File: config.mk
export PLATFORM = sky130hd
export DESIGN_NAME = glitch_qual
export DESIGN_NICKNAME = d
export VERILOG_FILES = /design/src/rtl/gq_pkg.sv /design/src/rtl/gq_sync.sv /design/src/rtl/gq_counter.sv /design/src/rtl/gq_edge.sv /design/src/rtl/glitch_qual.sv
export SDC_FILE = /design/constraint.sdc
export NUM_CORES = 1
export LEC_CHECK = 0
export CORE_ASPECT_RATIO = 1.2
export CORE_MARGIN = 2
export CORE_UTILIZATION = 60
export DETAILED_ROUTE_END_ITERATION = 12
export DONT_BUFFER_PORTS = 1
export PLACE_DENSITY = 0.78
export SYNTH_ARGS = -nofsm -noshare
export SYNTH_HDL_FRONTEND = slang
export SYNTH_SLANG_ARGS = --single-unit
File: constraint.sdc
create_clock -name clk -period 2.39 [get_ports clk]
set_input_delay 0.239 -clock clk [delete_from_list [all_inputs] [get_ports clk]]
set_output_delay 0.239 -clock clk [all_outputs]
set_load 0.05 [all_outputs]
File: src/rtl/gq_pkg.sv
package gq_pkg;

   // Width of a counter that must hold values 0 .. max_count
   function automatic int cnt_width(input int max_count);
      int w;
      w = 1;
      while ((1 << w) <= max_count) w++;
      return w;
   endfunction

   typedef enum logic {
      WIN_SHORT = 1'b0,
      WIN_LONG  = 1'b1
   } win_sel_e;

endpackage

File: src/rtl/gq_sync.sv
module gq_sync #(
   parameter int STAGES = 2
) (
   input  logic clk,
   input  logic rst_n,
   input  logic d_i,
   output logic q_o
);

   initial begin
      assert (STAGES >= 2) else $error("gq_sync: STAGES must be at least 2");
   end

   logic [STAGES-1:0] chain_q;

   generate
      genvar s;
      for (s = 0; s < STAGES; s++) begin : g_stage
         if (s == 0) begin : g_first
            always_ff @(posedge clk or negedge rst_n) begin
               if (!rst_n) chain_q[0] <= 1'b0;
               else        chain_q[0] <= d_i;
            end
         end else begin : g_rest
            always_ff @(posedge clk or negedge rst_n) begin
               if (!rst_n) chain_q[s] <= 1'b0;
               else        chain_q[s] <= chain_q[s-1];
            end
         end
      end
   endgenerate

   assign q_o = chain_q[STAGES-1];

endmodule

File: src/rtl/gq_counter.sv
module gq_counter
   import gq_pkg::*;
#(
   parameter int SHORT_WIN = 6,
   parameter int LONG_WIN  = 12
) (
   input  logic     clk,
   input  logic     rst_n,
   input  win_sel_e win_sel_i,
   input  logic     samp_i,
   output logic     qual_o
);

   localparam int CW = cnt_width(LONG_WIN);
   localparam logic [CW-1:0] SHORT_LIM = CW'(SHORT_WIN);
   localparam logic [CW-1:0] LONG_LIM  = CW'(LONG_WIN);

   initial begin
      assert (SHORT_WIN >= 1) else $error("gq_counter: SHORT_WIN must be >= 1");
      assert (LONG_WIN > SHORT_WIN) else $error("gq_counter: LONG_WIN must exceed SHORT_WIN");
   end

   logic [CW-1:0] run_q;
   logic [CW-1:0] run_inc;
   logic [CW-1:0] limit;
   logic          differs;
   logic          done;

   assign limit   = (win_sel_i == WIN_LONG) ? LONG_LIM : SHORT_LIM;
   assign differs = samp_i ^ qual_o;
   assign run_inc = run_q + 1'b1;
   assign done    = differs && (run_inc >= limit);

   always_ff @(posedge clk or negedge rst_n) begin
      if (!rst_n) begin
         run_q  <= '0;
         qual_o <= 1'b0;
      end else if (!differs) begin
         run_q  <= '0;
      end else if (done) begin
         run_q  <= '0;
         qual_o <= samp_i;
      end else begin
         run_q  <= run_inc;
      end
   end

   // The qualified level only moves to a value that was being sampled
   assert_follow_sample_R2: assert property (@(posedge clk) disable iff (!rst_n)
      (qual_o != $past(qual_o)) |-> ($past(samp_i) == qual_o));

   // A count never reaches the long window
   assert_run_bound_R5: assert property (@(posedge clk) disable iff (!rst_n)
      run_q < LONG_LIM);

   // Agreement between sample and qualified level restarts the run
   assert_restart_R6: assert property (@(posedge clk) disable iff (!rst_n)
      (samp_i == qual_o) |=> (run_q == '0));

   // With a short window the pin never waits past the short count
   assert_short_bound_R9: assert property (@(posedge clk) disable iff (!rst_n)
      (win_sel_i == WIN_SHORT && differs && run_q >= SHORT_LIM - 1'b1) |=> (qual_o == $past(samp_i)));

endmodule

File: src/rtl/gq_edge.sv
module gq_edge (
   input  logic clk,
   input  logic rst_n,
   input  logic lvl_i,
   output logic rise_o,
   output logic fall_o
);

   logic lvl_d;

   always_ff @(posedge clk or negedge rst_n) begin
      if (!rst_n) lvl_d <= 1'b0;
      else        lvl_d <= lvl_i;
   end

   assign rise_o = lvl_i & ~lvl_d;
   assign fall_o = ~lvl_i & lvl_d;

   assert_pulse_excl_R8: assert property (@(posedge clk) disable iff (!rst_n)
      !(rise_o && fall_o));

   assert_rise_single_R8: assert property (@(posedge clk) disable iff (!rst_n)
      rise_o |=> !rise_o);

   assert_fall_single_R8: assert property (@(posedge clk) disable iff (!rst_n)
      fall_o |=> !fall_o);

endmodule

File: src/rtl/glitch_qual.sv
module glitch_qual
   import gq_pkg::*;
#(
   parameter int NUM_PINS    = 3,
   parameter int SYNC_STAGES = 2,
   parameter int SHORT_WIN   = 6,
   parameter int LONG_WIN    = 12,
   parameter bit EDGE_PULSES = 1'b1
) (
   input  logic                clk,
   input  logic                rst_n,
   input  logic                long_win_i,
   input  logic [NUM_PINS-1:0] pin_i,
   output logic [NUM_PINS-1:0] qual_o,
   output logic [NUM_PINS-1:0] rise_o,
   output logic [NUM_PINS-1:0] fall_o
);

   initial begin
      assert (NUM_PINS >= 1) else $error("glitch_qual: NUM_PINS must be >= 1");
   end

   win_sel_e              win_sel;
   logic [NUM_PINS-1:0]   samp;

   assign win_sel = long_win_i ? WIN_LONG : WIN_SHORT;

   generate
      genvar p;
      for (p = 0; p < NUM_PINS; p++) begin : g_pin
         gq_sync #(
            .STAGES (SYNC_STAGES)
         ) u_sync (
            .clk   (clk),
            .rst_n (rst_n),
            .d_i   (pin_i[p]),
            .q_o   (samp[p])
         );

         gq_counter #(
            .SHORT_WIN (SHORT_WIN),
            .LONG_WIN  (LONG_WIN)
         ) u_cnt (
            .clk       (clk),
            .rst_n     (rst_n),
            .win_sel_i (win_sel),
            .samp_i    (samp[p]),
            .qual_o    (qual_o[p])
         );

         if (EDGE_PULSES) begin : g_edge
            gq_edge u_edge (
               .clk    (clk),
               .rst_n  (rst_n),
               .lvl_i  (qual_o[p]),
               .rise_o (rise_o[p]),
               .fall_o (fall_o[p])
            );
         end else begin : g_no_edge
            assign rise_o[p] = 1'b0;
            assign fall_o[p] = 1'b0;
         end
      end
   endgenerate

   assert_reset_clear_R1: assert property (@(posedge clk)
      !rst_n |=> (qual_o == '0));

   assert_rise_tracks_R8: assert property (@(posedge clk) disable iff (!rst_n)
      (rise_o & ~qual_o) == '0);

endmodule

==> qor.csv <==
metric,value,unit
Syn Std Cell Area,1130,um^2
setup bufs post-CTS,0,
status,completed,
post-synth net total,109,
GRT overflow,0,
H-Tree Depth,1,
Final Hold Viols,0,
Clock Skews,6.42,ps
number of antenna violations at the first check in global routing,0,
CTS-repair resized insts,0,
Cell variety after synth,16,
Die Wd,43.7,um
maximum VDD drop,0.000582,V
r2r setup slk,480,ps
vias in the first global route,683,
wire per inst,13.1,um
PnR Total Power,1.47,mW
Tcrit/Tclk final,80.0,%
CTS tree,yes,
first-pass GRT wire length,2.75,mm
later-pin clock latency in the skew report,320,ps
number of inserted diodes,0,
final antenna-violating net count,0,
largest net degree at the start of global routing,25,
WL final,1.53,mm
clock sinks,24,
CP Max Fanout,4,
hpwl dp,1.15,mm
remaining routing DRC violations,0,
met3 WL,45,um
nets@finish,115,
leakage power,0.612,nW
cts hold-fix bufs,4,
worst endpoint required time,2640,ps
Max Cap Violations,0,
Post-Syn Instances,94,
Core Region,1810,um^2
GPL Wtd Cong,0.782,
sequential cell area fraction in the yosys report,53.0,%
die height,51.6,um
Setup TNS,0,ps
GRT Total Usage,17.0,%
Pre-antenna DRT Iters,4,
Slew headroom,31.6,%
Setup CP Type,flop to flop,
Inserted Clock Buffers,3,
RSZ-0062 raised after global routing,no,
FP Rows,17,
Worst Setup End Kind,flop,
deepest clock path buffer count,2,
synth warn,0,
Layout area overhead,5.63,%
Crit path arrival time,2160,ps
PD cells,1230,nW/um^2
minimum clock period,1910,ps
Synth Register Bits,24,
met2 WL,782,um
layout cell share with drive strength beyond 1,9.18,%
drt initial violations,2,
number of vias in the routed layout,646,
Slew @ Worst Pin,1020,ps
Slew Limit Fails,0,
Highest Signal Layer,met4,
met1 WL,658,um
CTS root buf,clkbuf_4,
worst min path class,flop to flop,
final setup vio count,0,
Startpoint Class,flop,
die area,2250,um^2
# IOs,15,
Worst-path clk slew,120,ps
syn_area_per_cell,12.1,um^2
Initial Utilization,62.7,%
max frequency,523,MHz
Port Buf Inserts,0,
Via density,5.52,
worst max-delay path, cell delays in order, from the launching register on:
cell and delay (ps):
dfrtp_1 430, ha_1 300, inv_1 40, ha_1 260, a21bo_1 190, a311oi_1 430, nor2b_1 200
power by group:
group	internal, mW	switching [mW]
clock	0.0591	0.114
sequential	0.507	0.181
combinational	0.245	0.361
registers in the layout, indices dropped and copies added (netlist names):
name	cells
g_pin.g_edge.u_edge.lvl_d	3
g_pin.u_sync.q_o	3
g_pin.u_cnt.run_q	12
g_pin.u_sync.chain_q	3
g_pin.u_cnt.qual_o	3
per-layer routing:
metal | global-route usage (%) | up-vias
met1 | 20.0 | 312
met4 | 13.1 | 0
met5 | 0 | -
met3 | 3.82 | 5
met2 | 26.5 | 11
li1 | - | 318
layout by cell type (no fill, tap or decap), drive strengths merged, types with 4 or more instances in the layout:
master	synthesis	final
dlygate4sd3	0	4
dfrtp	24	24
ha	9	9
and2	6	6
xnor2	6	6
inv	4	4
nor2b	9	9
buf	9	6
per-stage QoR:
stage	cells	worst slack, ps	cell area [um^2]	util (%)	hold slack [ps]
CTS	117	470	1200	66.2	369
global placement	110	539	1130	62.8	-56.1
floorplan	94	609	1130	-	-56.6
global route	117	312	1200	66.2	369
detailed placement	110	492	1130	62.8	-56.0
finish	117	479	1200	66.2	367
synthesized netlist by cell type:
master    instances  area [um^2]
a21bo_1           3         30.0
a311oi_1          3         26.3
a31oi_1           3         18.8
and2_1            6         37.5
and3_1            3         18.8
buf_4             9         67.6
dfrtp_1          24          601
ha_1              9          113
inv_1             4         15.0
mux2_1            3         33.8
nand2_1           3         11.3
nand3_1           3         15.0
nor2_1            3         11.3
nor2b_1           9         56.3
xnor2_1           6         52.6
xor2_1            3         26.3
path summary, 6_finish.rpt:
check,from,to,cells after the start
max in group asynchronous,rst_n,g_pin[1].u_sync.chain_q[0],1
hold / removal,g_pin[0].u_sync.chain_q[0],g_pin[0].u_sync.q_o,0
setup / recovery,g_pin[2].u_cnt.run_q[0],g_pin[2].u_cnt.run_q[0],6
min in group asynchronous,rst_n,g_pin[1].u_cnt.run_q[2],1
hold reg to reg,g_pin[0].u_sync.chain_q[0],g_pin[0].u_sync.q_o,0
setup reg to reg,g_pin[2].u_cnt.run_q[0],g_pin[2].u_cnt.run_q[0],6
cells by family after synthesis:
group	Yosys count	synth area share [%]
simple gates	27	13.2
flops	24	53.0
buf+inv	13	7.28
compound gates	9	6.62
xor+xnor	9	6.95
fa+ha+maj	9	9.93
mux	3	2.98
area by class of cell:
class,count,area (um^2)
Fill cell,147,611
Clock buffer,3,22.5
Tap cell,19,23.8
Inverter,4,15.0
Sequential cell,24,601
Timing Repair Buffer,10,85.1
Multi-Input combinational cell,57,450
(Power assumes the default switching activity.)
